<file path="config.mk">
export PLATFORM = sky130hd
export DESIGN_NAME = psd_divider
export DESIGN_NICKNAME = d
export VERILOG_FILES = /design/src/rtl/psd_pkg.sv /design/src/rtl/psd_core45.sv /design/src/rtl/psd_ripple8.sv /design/src/rtl/psd_swallow_ctl.sv /design/src/rtl/psd_divider.sv
export SDC_FILE = /design/constraint.sdc
export NUM_CORES = 1
export LEC_CHECK = 0
export BUFFER_PORTS_ARGS = -buffer_cell sky130_fd_sc_hd__buf_2
export CELL_PAD_IN_SITES_DETAIL_PLACEMENT = 0
export CELL_PAD_IN_SITES_GLOBAL_PLACEMENT = 1
export CORE_MARGIN = 10
export CORE_UTILIZATION = 45
export CTS_BUF_LIST = sky130_fd_sc_hd__clkbuf_16
export DETAILED_ROUTE_END_ITERATION = 8
export GPL_ROUTABILITY_DRIVEN = 0
export PLACE_DENSITY = 0.77
export SLEW_MARGIN = 0
export SYNTH_ARGS = -nofsm -noshare
export SYNTH_HDL_FRONTEND = slang
export SYNTH_HIERARCHICAL = 1
export SYNTH_SLANG_ARGS = --single-unit
export TNS_END_PERCENT = 5
</file>
<file path="constraint.sdc">
create_clock -name clk -period 4.49 [get_ports clk]
set_input_delay 0.2245 -clock clk [delete_from_list [all_inputs] [get_ports clk]]
set_output_delay 0.2245 -clock clk [all_outputs]
set_load 0.02 [all_outputs]
</file>
<file path="src/rtl/psd_pkg.sv">
package psd_pkg;

    // Structure of the prescaler: core of 4 (5 when stretched) times a 2**RIP_W stage.
    localparam int CORE_DIV  = 4;
    localparam int CORE_W    = 3;
    localparam int RIP_W     = 3;
    localparam int BASE_LOG2 = 2 + RIP_W;
    localparam int BASE      = 1 << BASE_LOG2;

    // Channel word layout.
    localparam int CH_W = 11;
    localparam int P_W  = CH_W - BASE_LOG2;
    localparam int S_W  = BASE_LOG2;

    typedef struct packed {
        logic [P_W-1:0] prog;
        logic [S_W-1:0] swal;
    } split_t;

    function automatic logic [CH_W-1:0] clamp_word(input logic [CH_W-1:0] w,
                                                   input int lo, input int hi);
        if (int'(w) < lo) return CH_W'(lo);
        if (int'(w) > hi) return CH_W'(hi);
        return w;
    endfunction

    function automatic split_t split_word(input logic [CH_W-1:0] w);
        split_t r;
        r.prog = w[CH_W-1:BASE_LOG2];
        r.swal = w[BASE_LOG2-1:0];
        return r;
    endfunction

endpackage

</file>
<file path="src/rtl/psd_core45.sv">
module psd_core45
    import psd_pkg::*;
(
    input  logic clk,
    input  logic rst,
    input  logic stretch,
    output logic tick
);
    localparam logic [CORE_W-1:0] LAST_SHORT = CORE_W'(CORE_DIV - 1);
    localparam logic [CORE_W-1:0] LAST_LONG  = CORE_W'(CORE_DIV);

    logic [CORE_W-1:0] phase;

    assign tick = (phase == (stretch ? LAST_LONG : LAST_SHORT));

    always_ff @(posedge clk) begin
        if (rst)       phase <= '0;
        else if (tick) phase <= '0;
        else           phase <= phase + 1'b1;
    end
endmodule

</file>
<file path="src/rtl/psd_ripple8.sv">
module psd_ripple8
    import psd_pkg::*;
(
    input  logic clk,
    input  logic rst,
    input  logic adv,
    output logic msb,
    output logic at_last
);
    logic [RIP_W-1:0] cnt;

    assign msb     = cnt[RIP_W-1];
    assign at_last = &cnt;

    always_ff @(posedge clk) begin
        if (rst)      cnt <= '0;
        else if (adv) cnt <= cnt + 1'b1;
    end
endmodule

</file>
<file path="src/rtl/psd_swallow_ctl.sv">
module psd_swallow_ctl
    import psd_pkg::*;
(
    input  logic   clk,
    input  logic   rst,
    input  logic   ps_tick,
    input  split_t next_split,
    output logic   mode,
    output logic   div_out
);
    logic [P_W-1:0] p_left;
    logic [S_W-1:0] s_left;
    logic           pulse_q;
    logic           final_tick;

    assign final_tick = ps_tick && (p_left <= P_W'(1));
    assign mode       = (s_left != '0);
    assign div_out    = pulse_q;

    always_ff @(posedge clk) begin
        if (rst) begin
            p_left  <= next_split.prog;
            s_left  <= next_split.swal;
            pulse_q <= 1'b0;
        end else begin
            pulse_q <= final_tick;
            if (final_tick) begin
                p_left <= next_split.prog;
                s_left <= next_split.swal;
            end else if (ps_tick) begin
                p_left <= p_left - 1'b1;
                if (s_left != '0) s_left <= s_left - 1'b1;
            end
        end
    end
endmodule

</file>
<file path="src/rtl/psd_divider.sv">
module psd_divider
    import psd_pkg::*;
#(
    parameter int RATIO_MIN = 1330,
    parameter int RATIO_MAX = 1480
) (
    input  logic            clk,
    input  logic            rst,
    input  logic [CH_W-1:0] chan,
    output logic            div_out,
    output logic            pre_out,
    output logic            mode
);
    logic   core_tick;
    logic   rip_last;
    logic   stretch;
    logic   ps_tick;
    split_t next_split;

    assign next_split = split_word(clamp_word(chan, RATIO_MIN, RATIO_MAX));
    assign stretch    = mode && rip_last;
    assign ps_tick    = core_tick && rip_last;

    psd_core45 u_core (
        .clk    (clk),
        .rst    (rst),
        .stretch(stretch),
        .tick   (core_tick)
    );

    psd_ripple8 u_rip (
        .clk    (clk),
        .rst    (rst),
        .adv    (core_tick),
        .msb    (pre_out),
        .at_last(rip_last)
    );

    psd_swallow_ctl u_ctl (
        .clk       (clk),
        .rst       (rst),
        .ps_tick   (ps_tick),
        .next_split(next_split),
        .mode      (mode),
        .div_out   (div_out)
    );
endmodule

</file>
==> impl_metrics.tcl, run 1 <==
set metrics [dict create \
    finClkSkew_ps 1.06 \
    cts_setup_buffers 0 \
    cpPeakStageDelay_ps 620 \
    crit_path_max_fanout 5 \
    clock-sinks 18 \
    die_area_sq_um 5190 \
    post-place-ws_ps 980 \
    layout_setup_ws_ps 980 \
    cp_top_family "simple AND/OR/NAND/NOR gates" \
    arrival_ps 3400 \
    core_area_sq_um 2520 \
    drc 0 \
    grtUsageTotal_pct 8.65 \
    io_buffers 15 \
    most-common-layout-cells "buf_2, inv_1, edfxtp_1" \
    ios 16 \
    vias 865 \
    clock.fmax_ghz 0.285 \
    setup_viol 0 \
    reg2regPathDepth 10 \
    synth_edf_count 11 \
    wl_met2_um 939 \
    power_leakage_nw 0.615 \
    overflow 0 \
    cts_tree "done" \
    netlist_area_sq_um 1220 \
    synthSimpleGateAreaFrac_pct 18.4 \
    holdPathStages 2 \
    drive_gt1_share_pct 29.1 \
    crit_top_cell "and2_1" \
    hold_end "u_rip/cnt[0]" \
    required_ps 4380 \
    synth_top_family_by_area "simple AND/OR/NAND/NOR gates" \
    grt_pass1_wl_mm 3.65 \
    grt_max_degree 13 \
    r2r_end "u_ctl/s_left[1]" \
    synth_sequential_area_ratio_pct 38.6 \
    r2r_slack_ps 980 \
    syn_inst 109 \
    ys_types 42 \
    synth-compound-area-share_pct 12.7 \
    clockBufferDepth 2 \
    drv_cap 0 \
    async_flop_share_pct 0 \
    first_iter_violations 38 \
    ys.flop_type "edfxtp_1" \
    status "finished, final reports clean" \
    yosysWarnings 6 \
    cp.depth 10 \
    avgViaCountPerCell 5.51 \
    start_kind "register" \
    min_period_ps 3510 \
    postLayoutCoreUtil_pct 55.2 \
    cts_resized 0 \
    max-slew-margin-rel_pct 47.2 \
    clk_latency_ps 250 \
    finalWirelength_mm 2.15 \
    layout_commonest_cell "buf_2" \
    grt_setup_unrepaired "false" \
    setup_tns_ps 0 \
    first_pass_iters 4 \
    rows 18 \
    crit_buf_inv 1 \
    post-route-period-util_pct 78.2 \
    grt_antenna_before_repair 0 \
    synth_xor_area_share_pct 5.03 \
    synth.area.mux_share_pct 13.6 \
    hold_path_class "in -> reg" \
    hold_viol_final 0 \
    nets 147 \
    dpl-instance-area_sq_um 1310 \
    htreeDepth 1 \
    route.met3.wl_um 88 \
    slew_violations 0 \
    syn_area_per_cell_sq_um 11.2 \
    peakVddDrop_v 0.000216 \
    start_util_pct 48.4 \
    critPathKind "reg -> reg" \
    cts-root-buf "clkbuf_16" \
    crit_path_end_kind "register" \
    cts_inserted_buffers 3 \
    n_antenna_cell 0 \
    drtAntennaViolNets 0 \
    synth_fa_ha_area_share_pct 6.15 \
    wl_met1_mm 1.05 \
    hold_buffers 0 \
    ys_ff_latch 18 \
    design_area_sq_um 1390 \
    die_x_um 72.1 \
    area_growth_pct 14.2 \
    grt_pass1_vias 874 \
    crit_path_cell_trace "inv_1 > ha_1 > or4b_2 > and2_1 > nand3b_1 > o22ai_1 > and2_1 > nor4b_4 > a21oi_1 > o21bai_1" \
    worst_pin_slew_ps 792 \
    p_per_area_nw_per_um2 327 \
    min-delay-start "rst" \
    routed.top_layer "met4" \
    dp_hpwl_mm 1.66 \
    wire_per_inst_um 13.7 \
    rr_startpoint "u_ctl/s_left[0]" \
    fill_cells 243 \
    cpMaxStageDelayCell "or4b_2" \
    path_clk_slew_ps 50 \
    chipHeight_um 72.1 \
    power_mw 0.456 \
]
-- final cells by class --
type / instances / area [sq um] / share of cell area, %
clock buffer: 3 / 75.1 / 5.39
clock inverter: 1 / 3.75 / 0.270
inverter: 10 / 37.5 / 2.70
multi-input combinational: 80 / 693 / 49.8
sequential: 18 / 470 / 33.8
tap: 30 / 37.5 / 2.70
timing repair buffer: 15 / 75.1 / 5.39
-- routing by layer --
layer / global-route usage, % / vias to the layer above
met5: 0 / -
met4: 6.45 / 0
met3: 1.77 / 5
met2: 13.8 / 24
met1: 9.92 / 402
li1: - / 434
-- per-stage QoR --
step	instances	hold WS, ps
4_1_cts	157	282
3_5_place_dp	153	511
5_1_grt	157	307
2_1_floorplan	110	297
3_3_place_gp	153	497
6_report	157	281
-- registers in the layout, indices dropped and copies added (netlist names) --
signal and count:
u_ctl/p_left 6, u_rip/cnt 3, u_core/phase 3, u_ctl/s_left 5
u_ctl/div_out 1
-- worst max-delay path by stage --
stage	startpoint	endpoint
after CTS	u_ctl/s_left[0]	u_ctl/s_left[1]
after global placement	u_ctl/s_left[0]	u_ctl/s_left[2]
after global routing	u_ctl/s_left[0]	u_ctl/s_left[0]
final	u_ctl/s_left[0]	u_ctl/s_left[1]
after detailed placement	u_ctl/s_left[0]	u_ctl/s_left[4]
after floorplan	u_ctl/s_left[0]	u_ctl/p_left[0]
-- cells in the mapped netlist, drive strengths merged, types with 4 or more instances --
library cell  instances  area share [%]
a21o                  4             2.8
a21oi                 5             2.4
dfxtp                 7              11
edfxtp               11              27
ha                    6             6.2
inv                  10             3.1
mux2                  8             9.5
mux2i                 5             4.1
nor3                  5             2.1
nor3b                 5             3.1
xor2                  6             4.3
-- power breakdown --
| part | switching [mW] | internal (mW) |
|---|---|---|
| Sequential | 0.0130 | 0.192 |
| Clock | 0.0602 | 0.118 |
| Combinational | 0.0321 | 0.0402 |
-- cells by family after synthesis --
group / after synthesis
other: 2
buffers and inverters: 12
AO/OA/AOI/OAI: 20
XOR/XNOR: 7
flip-flops: 18
multiplexers: 13
adder cells (fa/ha/maj): 6
AND/OR/NAND/NOR: 31
Note: power is estimated with default switching activity, not from simulation.
==> run 2, diff against run 1 <==
==> constraint.sdc (replaced) <==
create_clock -name clk -period 3.55 [get_ports clk]
set_input_delay 0.1775 -clock clk [delete_from_list [all_inputs] [get_ports clk]]
set_output_delay 0.1775 -clock clk [all_outputs]
set_load 0.02 [all_outputs]
==> impl_metrics.tcl, run 2 (synthesis results as in run 1) <==
set metrics [dict create \
    r2r_end "u_ctl/s_left[4]" \
    overflow 0 \
    grtUsageTotal_pct 8.80 \
    dpl.cell_count 154 \
    n_antenna_cell 0 \
    die_area_sq_um 5190 \
    drtAntennaViolNets 0 \
    drv_cap 0 \
    hold_buffers 0 \
    slew_violations 0 \
    r2r_slack_ps 140 \
    clk_latency_ps 250 \
    drc 0 \
    area_growth_pct 15.1 \
    seqCellArea_sq_um 470 \
    nets 148 \
    crit_path_end_kind "register" \
    first_pass_iters 4 \
    grt_max_degree 13 \
    power_leakage_nw 0.623 \
    die_x_um 72.1 \
    layoutNonFillerInstCount 158 \
    required_ps 3550 \
    core_area_sq_um 2520 \
    peakVddDrop_v 0.000205 \
    arrival_ps 3410 \
    crit_path_max_fanout 11 \
    critPathKind "reg -> reg" \
    finalWirelength_mm 2.23 \
    hold_path_class "in -> reg" \
    clock-sinks 18 \
    holdPathStages 2 \
    regMostFlops "u_ctl/p_left" \
    most-common-layout-cells "buf_2, inv_1, edfxtp_1" \
    htreeDepth 1 \
    crit_path_cell_trace "inv_1 > ha_1 > or4b_2 > and2_1 > nand3b_1 > o22ai_1 > and2_1 > nor4b_4 > a21oi_2 > mux2_2" \
    max-slew-margin-rel_pct 45.8 \
    path_clk_slew_ps 50 \
    wire_per_inst_um 14.1 \
    cpPeakStageDelay_ps 670 \
    worst_pin_slew_ps 813 \
    post-route-period-util_pct 96.2 \
    power_mw 0.576 \
    setup_viol 0 \
    rows 18 \
    crit_top_cell "and2_1" \
    avgViaCountPerCell 5.41 \
    chipHeight_um 72.1 \
    p_per_area_nw_per_um2 410 \
    io_buffers 15 \
    cpMaxStageDelayCell "a21oi_2" \
    grt_pass1_wl_mm 3.74 \
    clock.fmax_ghz 0.293 \
    postLayoutCoreUtil_pct 55.7 \
    cts-root-buf "clkbuf_16" \
    dp_hpwl_mm 1.75 \
    cts_tree "done" \
    grt_pass1_vias 930 \
    vias 854 \
    status "finished, final reports clean" \
    ios 16 \
    setup_tns_ps 0 \
    first_iter_violations 13 \
    grt_setup_unrepaired "true" \
    fill_cells 229 \
    top_regs "u_ctl/p_left (6), u_ctl/s_left (5)" \
    multiInputGateArea_sq_um 697 \
    largest_register_ffs 6 \
    layout_commonest_cell "buf_2" \
    start_kind "register" \
    hold_end "u_rip/cnt[1]" \
    cts_inserted_buffers 3 \
    drive_gt1_share_pct 30.5 \
    min-delay-start "rst" \
    finClkSkew_ps 4.13 \
    clockBufferDepth 2 \
    start_util_pct 48.4 \
    reg2regPathDepth 10 \
    min_period_ps 3410 \
    hold_viol_final 0 \
    rr_startpoint "u_ctl/s_left[0]" \
    grt_antenna_before_repair 0 \
]
## run 2: per-layer routing
| layer | GRT usage, % | vias up | part of all wire [%] |
|---|---|---|---|
| li1 | - | 433 | - |
| met1 | 9.80 | 393 | 47 |
| met2 | 14.8 | 24 | 47 |
| met3 | 1.77 | 4 | 3.7 |
| met4 | 5.81 | 0 | 2.2 |
| met5 | 0 | - | 0 |
## run 2: stage by stage
step | hold WS, ps | setup WS (ps) | instance area [sq um]
after global routing | 263 | -75.3 | 1400
final | 239 | 136 | 1400
after CTS | 245 | 130 | 1400
after detailed placement | 491 | 149 | 1320
after global placement | 480 | 242 | 1320
after floorplan | 250 | 233 | 1220
## run 2: worst max-delay path by stage
| stage | start | to | slack [ps] | cells after the start |
|---|---|---|---|---|
| 2_1_floorplan | u_ctl/s_left[0] | u_ctl/p_left[0] | 230 | 11 |
| 3_3_place_gp | u_ctl/s_left[0] | u_ctl/s_left[4] | 240 | 10 |
| 3_5_place_dp | u_ctl/s_left[0] | u_ctl/s_left[4] | 150 | 10 |
| 4_1_cts | u_ctl/s_left[0] | u_ctl/s_left[4] | 130 | 10 |
| 5_1_grt | u_ctl/s_left[0] | u_ctl/s_left[4] | -80 | 10 |
| 6_report | u_ctl/s_left[0] | u_ctl/s_left[4] | 140 | 10 |
## run 2: report_power, final
group | internal [mW] | switching [mW] | total (mW)
sequential | 0.243 | 0.0168 | 0.259
combinational | 0.0517 | 0.0408 | 0.0925
clock | 0.150 | 0.0743 | 0.224
## run 2: worst max-delay path, delay by kind of cell, from the launching register on
kind	cells	cell delay [ps]
mux	1	410
fa+ha+maj	1	190
simple gates	5	1310
buf+inv	1	100
compound gates	2	770
flops	1	390
## run 2: cell type report
cell class / count / share of cell area [%]
tap: 30 / 2.67
clock inverter: 1 / 0.267
timing repair buffer: 16 / 5.88
inverter: 10 / 2.67
multi-input combinational: 80 / 49.6
clock buffer: 3 / 5.35
sequential: 18 / 33.5
## run 2: what timing repair did
action	CTS	global route
resized for setup	0	1
buffers inserted	0	0
setup endpoints to repair	0	6
